==> config.mk <==
export PLATFORM = sky130hd
export DESIGN_NAME = grouped_cc_branch
export DESIGN_NICKNAME = d
export VERILOG_FILES = /design/src/rtl/grouped_cc_branch.sv
export SDC_FILE = /design/constraint.sdc
export NUM_CORES = 1
export LEC_CHECK = 0
export BUFFER_PORTS_ARGS = -buffer_cell sky130_fd_sc_hd__buf_2
export CAP_MARGIN = 20
export CELL_PAD_IN_SITES_DETAIL_PLACEMENT = 0
export CELL_PAD_IN_SITES_GLOBAL_PLACEMENT = 1
export CORE_ASPECT_RATIO = 0.5
export CORE_MARGIN = 8
export CORE_UTILIZATION = 38
export DETAILED_ROUTE_END_ITERATION = 7
export PLACE_DENSITY = 0.89
export RECOVER_POWER = 25
export SKIP_CTS_REPAIR_TIMING = 1
export SLEW_MARGIN = 20
export SYNTH_ARGS = -nofsm -noshare
export SYNTH_HDL_FRONTEND = slang
export SYNTH_SLANG_ARGS = --single-unit
==> constraint.sdc <==
create_clock -name clk -period 4.2 [get_ports clk]
set_input_delay 0.63 -clock clk [delete_from_list [all_inputs] [get_ports clk]]
set_output_delay 0.63 -clock clk [all_outputs]
set_load 0.03 [all_outputs]
==> src/rtl/grouped_cc_branch.sv <==
module grouped_cc_branch #(
  parameter int ADDR_W = 64
) (
  input  logic              clk,
  input  logic              rst_n,
  input  logic              valid_i,
  input  logic [31:0]       insn_i,
  input  logic [7:0]        cc_i,
  input  logic [ADDR_W-1:0] slot_pc_i,
  output logic              taken_o,
  output logic [ADDR_W-1:0] target_o,
  output logic [1:0]        group_o,
  output logic              unpred_o
);

  localparam int          CC_W     = 8;
  localparam int          OFF_W    = 16;
  localparam int          EXT_W    = ADDR_W - OFF_W - 2;
  localparam logic [5:0]  OP_COP   = 6'b010001;
  localparam logic [4:0]  FMT_PAIR = 5'b01001;
  localparam logic [4:0]  FMT_QUAD = 5'b01010;

  logic [2:0]        base;
  logic              sense;
  logic [OFF_W-1:0]  off;
  logic              fields_ok, is_pair, is_quad;
  logic [CC_W-1:0]   eq;
  logic [2*CC_W-1:0] rot;
  logic              pair_hit, quad_hit, pair_mis, quad_mis;
  logic              d_taken, d_unpred;
  logic [1:0]        d_group;
  logic [ADDR_W-1:0] d_target;

  assign base      = insn_i[20:18];
  assign sense     = insn_i[16];
  assign off       = insn_i[OFF_W-1:0];
  assign fields_ok = (insn_i[31:26] == OP_COP) && !insn_i[17];
  assign is_pair   = fields_ok && (insn_i[25:21] == FMT_PAIR);
  assign is_quad   = fields_ok && (insn_i[25:21] == FMT_QUAD);

  assign eq       = ~(cc_i ^ {CC_W{sense}});
  assign rot      = {eq, eq} >> base;
  assign pair_hit = |rot[1:0];
  assign quad_hit = |rot[3:0];
  assign pair_mis = base[0];
  assign quad_mis = |base[1:0];

  assign d_group  = valid_i ? {is_quad, is_pair} : 2'b00;
  assign d_taken  = valid_i && ((is_pair && pair_hit && !pair_mis) ||
                                (is_quad && quad_hit && !quad_mis));
  assign d_unpred = valid_i && ((is_pair && pair_mis) || (is_quad && quad_mis));
  assign d_target = (valid_i && (is_pair || is_quad))
                  ? slot_pc_i + {{EXT_W{off[OFF_W-1]}}, off, 2'b00}
                  : '0;

  always_ff @(posedge clk) begin
    if (!rst_n) begin
      taken_o  <= 1'b0;
      target_o <= '0;
      group_o  <= 2'b00;
      unpred_o <= 1'b0;
    end else begin
      taken_o  <= d_taken;
      target_o <= d_target;
      group_o  <= d_group;
      unpred_o <= d_unpred;
    end
  end

  a_r7_unpred_blocks_taken: assert property (@(posedge clk) disable iff (!rst_n)
    unpred_o |-> !taken_o);
  a_r3_taken_needs_group: assert property (@(posedge clk) disable iff (!rst_n)
    taken_o |-> (group_o != 2'b00));
  a_r3_one_form: assert property (@(posedge clk) disable iff (!rst_n)
    $onehot0(group_o));
  a_r9_unpred_needs_group: assert property (@(posedge clk) disable iff (!rst_n)
    unpred_o |-> (group_o != 2'b00));
  a_r8_no_target_unmatched: assert property (@(posedge clk) disable iff (!rst_n)
    (group_o == 2'b00) |-> (target_o == '0));
  a_r2_idle_clears: assert property (@(posedge clk) disable iff (!rst_n)
    !valid_i |=> (group_o == 2'b00 && !taken_o && !unpred_o));
  a_r4_bit17_rejects: assert property (@(posedge clk) disable iff (!rst_n)
    (valid_i && insn_i[17]) |=> (group_o == 2'b00));

endmodule

# Yosys cells after proc, flatten, opt, wreduce, memory -nomap -nowiden
# Cells that the tools add are included.
dict set report totals {
  memories 0
  reg_bits 68
  rom_bits 0
  out_inout_bits 68
  mem_bits_rw 0
  latch_bits 0
  elab_cells 34
  inputBits 107
}
dict set report classes {
  multipliers 0
  reduce_logical 23
  addsub 1
  n_div 0
  muxes 0
  magnitude_cmp 0
  n_eq_ne 3
  n_shift 1
  bitwise 2
}
# op n
set ops {}
lappend ops {{$add 64x64->64} 1}
lappend ops {{$shr 16x3->4} 1}
lappend ops {{$logic_and 1x1->1} 12}
lappend ops {{$eq 5x4->1 const B} 2}
lappend ops {{$not 8->8} 1}
lappend ops {{$xor 8x8->8} 1}
lappend ops {{$eq 6x5->1 const B} 1}
lappend ops {{$reduce_and 2->1} 2}
lappend ops {{$reduce_or 2->1} 2}
lappend ops {{$reduce_or 4->1} 1}
lappend ops {{$logic_not 1->1} 3}
lappend ops {{$logic_or 1x1->1} 3}

# Longest topological paths before layout
# Gate-level depths: netlist of run 1.
dict set report depth {
  ltp_word 8
  depth_mapped 12
  depth_no_buf 12
}

# Worst setup path before layout of run 1
# Ideal clock, no wire load.
dict set report synth_path {
  path_type {input-to-reg}
  from {input port insn_i[0]}
  to {register target_o[60]}
  cell_stages 12
  setup_slack_ns 1.064
  setup_time_ns 0.095
  n_path_buf 0
  t_required_ns 4.105
  t_arrival_ns 3.041
  cell_sequence {ha_1 inv_1 fa_1 nor2b_1 o211ai_1 a2111o_1 a211oi_2 o211ai_1 a21oi_1 or3_1 nand2_1 o311ai_1}
}
dict set report synth_via {
  elab_chain_len 1
}
# item line_no
set synth_rtl {}
lappend synth_rtl {{from (decl)} 7} ;# input logic [31:0] insn_i,
lappend synth_rtl {{$add 64x64->64} 53} ;# ? slot_pc_i + {{EXT_W{off[OFF_W-1]}}, off, 2'b00}
lappend synth_rtl {{to (signal assigned)} 64} ;# target_o <= d_target;
lappend synth_rtl {{to (decl)} 11} ;# output logic [ADDR_W-1:0] target_o,
# No other way between the ends.
# A chain may end at the register's enable or synchronous reset.

# Worst setup path in the final report of run 1
# Ends and elaborated chain as after synthesis.

==> results.py, run 1 <==
metrics = {
    "layout": {
        "final_area_um2": 7170,
        "drive_gt1_frac": 0.199,
        "antenna_cells": 0,
        "post_layout_nonfiller_instances": 1137,
        "multi_input_area_um2": 4360,
        "layout.nets": 1098,
        "register_area_um2": 1360,
        "fin_util": 0.468,
        "syn_to_final_growth_pct": 20.7,
        "fill_cells": 1570,
    },
    "placement": {
        "placed_cells": 1122,
        "io_buffers": 174,
        "dpl.hpwl_um": 15100,
        "place_ws_ps": 392,
        "gp_congestion": 0.889,
        "place_area_um2": 6940,
    },
    "cts": {
        "cts_sinks": 68,
        "h-tree-depth": 3,
        "numCtsBuffers": 9,
        "path_clk_slew_ps": 50,
        "tritoncts": "built",
        "clock_path_buffers": 2,
        "clockRootBuffer": "clkbuf_16",
    },
    "sta": {
        "worst_slew_margin_rel": 0.586,
        "drv_slew": 0,
        "worstMarginPinSlew_ps": 621,
        "post-route-period-util": 0.833,
        "whs_ps": 503,
        "setup_ws_ps": 700,
        "setup_viol": 0,
        "post-route-min-period_ps": 3500,
        "fin_tns_setup_ps": 0,
        "rsz0062_at_grt": "false",
        "max_freq_mhz": 286,
        "hold_viol": 0,
    },
    "synthesis": {
        "synth.most_common_cell": "a21oi_1",
        "async_reset_ff_frac": 0,
        "postSynthCellCount": 782,
        "synth_common_cells": "84 x a21oi_1, 81 x nor2_1, 70 x nand2_1",
        "synth.distinct_cells": 72,
        "synth_nets": 951,
        "seq_area_frac_synth": 0.229,
        "netlist_area_um2": 5940,
        "synth_area_per_cell_um2": 7.60,
        "ys.flop_type": "dfxtp_1",
        "yosys.area.top_type": "dfxtp_1",
        "synthTopCellsByArea": "dfxtp_1 23%, ha_1 13%, a21oi_1 7.1%",
        "yosysWarnings": 0,
        "synth_top_area_frac": 0.229,
        "synth_edf_count": 0,
        "synth.ff_latch_count": 68,
    },
    "detailed_routing": {
        "via_per_inst": 5.55,
        "firstDrtPassIters": 5,
        "drc_errors": 0,
        "ant_nets": 0,
        "drt_iter0_markers": 359,
        "via_count": 6308,
        "wire_per_inst_um": 16.2,
        "wl_um": 18400,
    },
    "power": {
        "switching_share": 0.333,
        "total_power_mw": 2.02,
        "p_int_mw": 1.34,
        "switchingPower_mw": 0.673,
        "peakVddDrop_mv": 0.199,
        "p_comb_frac": 0.334,
        "clockPowerShare": 0.346,
        "seqPwrFrac": 0.320,
        "p_leak_nw": 3.16,
        "pwr_density_cell_nw_per_um2": 281,
    },
    "floorplanning": {
        "start_util": 0.387,
        "die_area_um2": 20100,
        "rows": 32,
        "core_area_um2": 15300,
        "die_h_um": 104,
        "die_w_um": 193,
        "num_io_pins": 175,
    },
    "critical_path": {
        "required_ps": 4430,
        "start_kind": "input port",
        "cp_max_fo": 4,
        "cp.arrival_ps": 3730,
        "worstSetupPathType": "input port to register",
        "cp-end-kind": "register",
    },
    "grt": {
        "grt_overflow": 0,
        "grt_antenna_before_repair": 0,
        "grt_pass1_wl_um": 30500,
        "grt_pass1_vias": 6315,
        "grt_start_max_net_pins": 58,
        "grt_usage": 0.180,
    },
    "outcome": {
        "run_status": "finished, final reports clean",
    },
    "job": {
        "drv_cap": 0,
    },
    "worst_hold_path": {
        "hp-class": "input port to register",
        "whs_path_depth": 2,
        "holdCritStartpoint": "slot_pc_i[1]",
        "holdPathEnd": "target_o[1]",
    },
}
[logic make-up after synthesis]
family                     synth area share
AOI/OAI and AO/OA                     0.296
DFF                                   0.229
muxes                                0.0107
adders and majority gates             0.132
and+or+nand+nor                       0.233
xor gates and xnor gates             0.0590
buffers and inverters                0.0396
[registers in the layout, summed over array words and instances, names as in the netlist]
signal,count
target_o,64
group_o,2
taken_o,1
unpred_o,1
[metal layers]
| metal | vias to the layer above | track usage | part of all wire |
|---|---|---|---|
| met2 | 170 | 0.303 | 0.46 |
| met5 | - | 0 | 0 |
| met4 | 0 | 0.0510 | 0.019 |
| li1 | 3190 | - | - |
| met1 | 2918 | 0.222 | 0.45 |
| met3 | 30 | 0.0479 | 0.066 |
[power groups by stage]
stage | Combinational (mW) | Sequential, mW | Clock (mW)
after detailed placement | 0.666 | 0.659 | 0
after floorplan | 0.494 | 0.659 | 0
after CTS | 0.670 | 0.645 | 0.716
final | 0.675 | 0.645 | 0.697
after global placement | 0.659 | 0.659 | 0
after global routing | 0.751 | 0.645 | 0.751
[critical path, stage by stage]
cell      delay [ps]
buf_2             80
ha_1             190
inv_1             70
fa_1             380
nor2b_1          210
o211ai_1         200
a2111o_1         490
a211oi_2         360
o211ai_1         180
a21oi_1          310
or3_1            210
nand2_1          120
o311ai_1         290
[placed cells by master (no fill, tap or decap), types with 10 or more instances in the layout]
cell | synthesis | final
clkbuf_1 | 35 | 34
a21oi_1 | 84 | 83
a21o_1 | 35 | 35
buf_2 | 1 | 142
o21ai_0 | 53 | 53
o21bai_1 | 11 | 11
dfxtp_1 | 68 | 68
nor3_1 | 24 | 24
ha_1 | 61 | 61
inv_1 | 16 | 16
xnor2_1 | 21 | 21
o21a_1 | 10 | 10
nand4_1 | 27 | 27
xor2_1 | 19 | 19
nand3_1 | 19 | 19
nor2_1 | 81 | 80
nand2_1 | 70 | 70
[layout make-up]
type,count,share of cell area
clock buffers,13,0.0363
well taps,204,0.0356
inverters,16,0.00837
flip-flops and latches,68,0.190
repair buffers,179,0.121
clock inverters,2,0.00140
multi-input cells,655,0.607
[how the worst max path moves through the flow]
stage / startpoint / to / slack (ps) / depth (start not counted)
3_5_place_dp: insn_i[0] / target_o[60] / 390 / 13
6_report: insn_i[0] / target_o[60] / 700 / 13
2_1_floorplan: insn_i[0] / target_o[60] / 1060 / 12
4_1_cts: insn_i[0] / target_o[60] / 690 / 13
3_3_place_gp: insn_i[0] / target_o[60] / 530 / 13
5_1_grt: insn_i[0] / target_o[60] / 420 / 13
(Power assumes the default switching activity.)
==> run 2: changes to the inputs <==
--- a/config.mk
+++ b/config.mk
@@ -5,13 +5,14 @@
 export SDC_FILE = /design/constraint.sdc
 export NUM_CORES = 1
 export LEC_CHECK = 0
+export ABC_AREA = 1
 export BUFFER_PORTS_ARGS = -buffer_cell sky130_fd_sc_hd__buf_2
 export CAP_MARGIN = 20
 export CELL_PAD_IN_SITES_DETAIL_PLACEMENT = 0
 export CELL_PAD_IN_SITES_GLOBAL_PLACEMENT = 1
 export CORE_ASPECT_RATIO = 0.5
 export CORE_MARGIN = 8
-export CORE_UTILIZATION = 38
+export CORE_UTILIZATION = 36
 export DETAILED_ROUTE_END_ITERATION = 7
 export PLACE_DENSITY = 0.89
 export RECOVER_POWER = 25
==> constraint.sdc (replaced) <==
create_clock -name clk -period 3.4 [get_ports clk]
set_input_delay 0.51 -clock clk [delete_from_list [all_inputs] [get_ports clk]]
set_output_delay 0.51 -clock clk [all_outputs]
set_load 0.03 [all_outputs]
==> run 2 against run 1 <==
Compared with the run above: core utilization shrank 3.5 points; hold slack lost 130 ps; combinational power grew 44%; count of clock-buffer cells in the layout shrank 3; flip-flop and latch count is the same; synthesized area grew 23%; synthesized cell count grew 77%; total power grew 37%; die area grew 26%; design area grew 22%.
==> results.py, run 2 <==
metrics = {
    "detailed_routing": {
        "ant_nets": 0,
        "wire_per_inst_um": 14.5,
        "via_per_inst": 4.62,
        "top_layer": "met4",
        "drc_errors": 0,
        "wl_met1_um": 12900,
        "firstDrtPassIters": 5,
        "met3RoutedLength_um": 1840,
        "wl_um": 26700,
        "via_count": 8506,
        "drt_iter0_markers": 624,
        "met2_length_um": 11600,
    },
    "floorplanning": {
        "rows": 37,
        "core_area_um2": 20300,
        "start_util": 0.361,
        "die_area_um2": 25500,
        "die_w_um": 218,
        "die_h_um": 117,
        "num_io_pins": 175,
    },
    "layout": {
        "layout.nets": 1735,
        "drive_gt1_frac": 0.106,
        "register_area_um2": 1360,
        "top_register": "target_o",
        "reg.largest.list": "target_o x64, group_o x2",
        "largest_reg_flops": 64,
        "final_common_cell": "nand2_1",
        "final_cell_mix": "572 x nand2_1, 296 x inv_1, 158 x nor2_1, 144 x buf_2, 69 x a21oi_1",
        "syn_to_final_growth_pct": 19.8,
        "antenna_cells": 0,
        "multi_input_area_um2": 4780,
        "fill_cells": 2279,
    },
    "cts": {
        "clockRootBuffer": "clkbuf_16",
        "h-tree-depth": 3,
        "clock_path_buffers": 2,
        "tritoncts": "built",
        "cts_sinks": 68,
        "path_clk_slew_ps": 60,
        "numCtsBuffers": 9,
    },
    "synthesis": {
        "async_reset_ff_frac": 0,
        "synth.distinct_cells": 28,
        "synth.most_common_cell": "nand2_1",
        "synth_common_cells": "572 x nand2_1, 296 x inv_1, 158 x nor2_1",
        "synth.ff_latch_count": 68,
        "yosys.area.top_type": "nand2_1",
        "seq_area_frac_synth": 0.186,
        "synth_area_per_cell_um2": 5.29,
        "postSynthCellCount": 1385,
        "synth_nets": 1554,
        "ys.flop_type": "dfxtp_1",
        "synth_edf_count": 0,
        "netlist_area_um2": 7330,
        "synthTopCellsByArea": "nand2_1 29%, dfxtp_1 19%, inv_1 15%",
        "yosysWarnings": 0,
        "synth_top_area_frac": 0.293,
    },
    "grt": {
        "grt_pass1_vias": 7991,
        "grt_usage": 0.210,
        "grt_overflow": 0,
        "grt_pass1_wl_um": 41800,
        "grt_start_max_net_pins": 59,
        "grt_antenna_before_repair": 0,
    },
    "placement": {
        "gp_congestion": 0.965,
        "place_ws_ps": 350,
        "io_buffers": 174,
        "dpl.hpwl_um": 23100,
    },
    "worst_hold_path": {
        "holdPathEnd": "target_o[0]",
        "holdCritStartpoint": "slot_pc_i[0]",
        "hp-class": "input port to register",
        "whs_path_depth": 3,
    },
    "power": {
        "pwr_density_cell_nw_per_um2": 316,
        "clockPowerShare": 0.361,
        "total_power_mw": 2.77,
        "p_comb_frac": 0.352,
        "seqPwrFrac": 0.288,
        "switchingPower_mw": 1.02,
        "peakVddDrop_mv": 0.168,
        "p_int_mw": 1.75,
        "p_leak_nw": 5.46,
        "switching_share": 0.368,
    },
    "sta": {
        "post-route-min-period_ps": 2750,
        "worstMarginPinSlew_ps": 720,
        "setup_ws_ps": 653,
        "max_freq_mhz": 364,
        "rsz0062_at_grt": "false",
        "worst_slew_margin_rel": 0.516,
        "drv_slew": 0,
        "fin_tns_setup_ps": 0,
        "hold_viol": 0,
        "whs_ps": 373,
        "post-route-period-util": 0.808,
        "setup_viol": 0,
    },
    "critical_path": {
        "worstPathCellList": "buf_2, buf_4, ha_1, nand2_1, inv_1, nand2_1, nand2_1, a21oi_1, nand3_1, nand2_1, nand3_1, nand2_1, nand2_1, nor2_1",
        "cp.arrival_ps": 3030,
        "cpPeakStageDelay_ps": 350,
        "required_ps": 3680,
        "cp_max_fo": 20,
        "worstSetupPathType": "input port to register",
        "slowest_stage": "ha_1",
        "cp-end-kind": "register",
        "crit_top_cell": "nand2_1",
        "start_kind": "input port",
    },
    "job": {
        "drv_cap": 0,
    },
    "outcome": {
        "run_status": "finished, final reports clean",
    },
}
[run 2: changes by cell type after synthesis, moves of 19 or more]
cell | previous run | this run
a21o_1 | 35 | 0
inv_1 | 16 | 296
nand4_1 | 27 | 8
nand3_1 | 19 | 44
nand2_1 | 70 | 572
nor2_1 | 81 | 158
clkbuf_1 | 35 | 0
[run 2: power by group through the flow]
stage / Clock [mW] / Combinational, mW / Sequential, mW
finish: 0.999 / 0.974 / 0.797
global route: 1.06 / 1.11 / 0.797
CTS: 1.03 / 0.968 / 0.797
detailed placement: 0 / 0.963 / 0.814
global placement: 0 / 0.958 / 0.814
floorplan: 0 / 0.642 / 0.815
[run 2: routing by layer]
| metal | global-route usage | vias up |
|---|---|---|
| met4 | 0.0508 | 0 |
| met1 | 0.279 | 3714 |
| li1 | - | 4530 |
| met5 | 0 | - |
| met3 | 0.0418 | 22 |
| met2 | 0.350 | 240 |
[run 2: logic make-up (layout without fill, tap and decap cells)]
| family | count (synthesis) | count (layout) | synth area share |
|---|---|---|---|
| flip-flops | 68 | 68 | 0.186 |
| adder cells (fa/ha/maj) | 62 | 62 | 0.107 |
| buffers and inverters | 304 | 489 | 0.159 |
| AO/OA/AOI/OAI | 128 | 128 | 0.0958 |
| XOR/XNOR | 10 | 10 | 0.0120 |
| AND/OR/NAND/NOR | 813 | 813 | 0.440 |
[run 2: stage by stage]
stage	util	instance area [um2]	cells
6_report	0.433	8780	1843
5_1_grt	0.433	8780	1843
4_1_cts	0.435	8830	1843
3_5_place_dp	0.420	8520	1828
3_3_place_gp	0.420	8520	1828
2_1_floorplan	-	7330	1385
[run 2: worst max-delay path: cells and delay by family]
family                     cells  cell delay [ps]
buffers and inverters          3              700
AOI/OAI and AO/OA              1              340
adders and majority gates      1              350
and+or+nand+nor                9             1110
[run 2: area by class of cell]
class                   count  area share
flip-flops and latches     68       0.155
inverters                 297       0.127
clock buffers              10      0.0261
multi-input cells        1013       0.545
well taps                 273      0.0389
repair buffers            177      0.0989
clock inverters             5     0.00884
[run 2: worst max path at each step]
stage / end / from / slack (ps) / cells after the start
final: target_o[56] / insn_i[15] / 650 / 14
after global routing: target_o[56] / insn_i[15] / 430 / 14
after CTS: target_o[56] / insn_i[15] / 720 / 14
after detailed placement: target_o[56] / insn_i[15] / 350 / 14
after global placement: target_o[56] / insn_i[15] / 390 / 14
after floorplan: target_o[62] / insn_i[0] / 1310 / 16
==> run 3: changes to the inputs <==
--- a/config.mk
+++ b/config.mk
@@ -5,14 +5,14 @@
 export SDC_FILE = /design/constraint.sdc
 export NUM_CORES = 1
 export LEC_CHECK = 0
-export ABC_AREA = 1
+export ABC_AREA = 0
 export BUFFER_PORTS_ARGS = -buffer_cell sky130_fd_sc_hd__buf_2
 export CAP_MARGIN = 20
 export CELL_PAD_IN_SITES_DETAIL_PLACEMENT = 0
 export CELL_PAD_IN_SITES_GLOBAL_PLACEMENT = 1
 export CORE_ASPECT_RATIO = 0.5
 export CORE_MARGIN = 8
-export CORE_UTILIZATION = 36
+export CORE_UTILIZATION = 38
 export DETAILED_ROUTE_END_ITERATION = 7
 export PLACE_DENSITY = 0.89
 export RECOVER_POWER = 25
==> constraint.sdc (replaced) <==
create_clock -name clk -period 2.7 [get_ports clk]
set_input_delay 0.405 -clock clk [delete_from_list [all_inputs] [get_ports clk]]
set_output_delay 0.405 -clock clk [all_outputs]
set_load 0.03 [all_outputs]
==> run 3 against run 2 <==
Compared with the run above: the run now ends with setup timing left; non-clock buffer count increased by 209; design area rose by 6.4%; cell count decreased by 27%; hold slack got worse by 110 ps; worst setup slack worse by 670 ps; largest cell class unchanged; critical path depth decreased by 3; critical endpoint is now target_o[58].
==> results.py, run 3 (same netlist as run 1, synthesis figures left out) <==
metrics = {
    "layout": {
        "drive_gt1_frac": 0.406,
        "syn_to_final_growth_pct": 57.2,
        "multi_input_area_um2": 4870,
        "final_area_um2": 9340,
        "final_common_cell": "buf_4",
        "post_layout_nonfiller_instances": 1345,
        "top_register": "target_o",
        "register_area_um2": 1360,
        "antenna_cells": 0,
        "final_cell_mix": "207 x buf_4, 144 x buf_2, 80 x nor2_1, 68 x nand2_1, 68 x dfxtp_1",
        "reg.largest.list": "target_o x64, group_o x2",
        "fill_cells": 1372,
        "largest_reg_flops": 64,
        "layout.nets": 1305,
    },
    "floorplanning": {
        "rows": 32,
        "start_util": 0.387,
        "core_area_um2": 15300,
        "die_area_um2": 20100,
        "die_w_um": 193,
        "num_io_pins": 175,
        "die_h_um": 104,
    },
    "power": {
        "p_leak_nw": 4.26,
        "pwr_density_cell_nw_per_um2": 401,
        "total_power_mw": 3.75,
        "peakVddDrop_mv": 0.278,
    },
    "worst_hold_path": {
        "hp-class": "input port to register",
        "whs_path_depth": 2,
    },
    "grt": {
        "grt_use_met3": 0.0479,
        "met2_usage": 0.337,
        "grt_usage": 0.201,
        "busiest_layer": "met2",
        "grt_overflow": 0,
        "grt_antenna_before_repair": 0,
        "grt_start_max_net_pins": 30,
        "grt_pass1_wl_um": 33600,
        "met1_usage": 0.246,
        "grt_pass1_vias": 7225,
    },
    "placement": {
        "io_buffers": 174,
        "place_area_um2": 8580,
        "placed_cells": 1321,
        "dpl.hpwl_um": 17400,
        "gp_congestion": 0.902,
    },
    "outcome": {
        "run_status": "complete, but fails checks",
        "violations": "setup timing",
    },
    "sta": {
        "post-route-period-util": 1.01,
        "worst_slew_margin_rel": 0.632,
        "whs_ps": 265,
        "rsz0062_at_grt": "true",
        "max_freq_mhz": 367,
        "setup_ws_ps": -21.8,
        "drv_slew": 0,
        "hold_viol": 0,
        "worstMarginPinSlew_ps": 547,
        "setup_viol": 2,
        "post-route-min-period_ps": 2720,
    },
    "cts": {
        "cts_sinks": 68,
        "clockRootBuffer": "clkbuf_16",
        "clock_path_buffers": 2,
        "h-tree-depth": 3,
        "path_clk_slew_ps": 60,
        "tritoncts": "built",
        "numCtsBuffers": 9,
    },
    "detailed_routing": {
        "via_count": 7270,
        "drt_iter0_markers": 398,
        "wire_per_inst_um": 16.3,
        "via_per_inst": 5.41,
        "drc_errors": 0,
        "wl_um": 21900,
        "firstDrtPassIters": 5,
        "ant_nets": 0,
    },
    "critical_path": {
        "setup.worst_path.end": "target_o[58]",
        "required_ps": 2930,
        "cp-end-kind": "register",
        "start_kind": "input port",
        "worstSetupPathType": "input port to register",
        "cp_max_fo": 8,
        "cp.arrival_ps": 2950,
        "startpoint": "insn_i[15]",
    },
    "job": {
        "drv_cap": 0,
    },
}
==> run 3: per-layer routing <==
| layer | part of all wire | vias up |
|---|---|---|
| met5 | 0 | - |
| li1 | - | 3612 |
| met3 | 0.057 | 43 |
| met2 | 0.48 | 217 |
| met1 | 0.44 | 3398 |
| met4 | 0.025 | 0 |
==> run 3: how the worst min path moves through the flow <==
stage               slack, ps           to    startpoint
global placement          600  target_o[1]  slot_pc_i[1]
CTS                       260  target_o[1]  slot_pc_i[1]
detailed placement        610  target_o[1]  slot_pc_i[1]
floorplan                 530  target_o[0]  slot_pc_i[0]
global route              270  target_o[1]  slot_pc_i[1]
finish                    260  target_o[1]  slot_pc_i[1]
==> run 3: cell type report <==
type	count	area share
flip-flops and latches	68	0.146
well taps	204	0.0273
inverters	16	0.00643
clock buffers	15	0.0297
multi-input cells	655	0.521
repair buffers	386	0.269
clock inverters	1	0.000536
==> run 3: where the power goes <==
part	internal, mW	switching [mW]	leakage [nW]
registers	1.00	0.0000368	0.547
logic	0.809	0.792	3.57
clock network	0.697	0.446	0.140
==> run 3: through the flow <==
| step | setup TNS (ps) | setup slack (ps) | util |
|---|---|---|---|
| finish | -35.0 | -21.8 | 0.609 |
| detailed placement | -7990 | -457 | 0.560 |
| global placement | -6250 | -405 | 0.560 |
| global route | -724 | -115 | 0.609 |
| CTS | -497 | -129 | 0.578 |
| floorplan | -217 | -76.3 | - |
==> run 3: worst max-delay path, stage by stage <==
cell and delay, ps:
buf_12 120, clkbuf_16 170, ha_4 280, nand2_2 50, or4_4 550, or3_4 390
o22ai_4 180, o21ai_4 120, a2111oi_4 430, or3_1 190, nand3_2 60
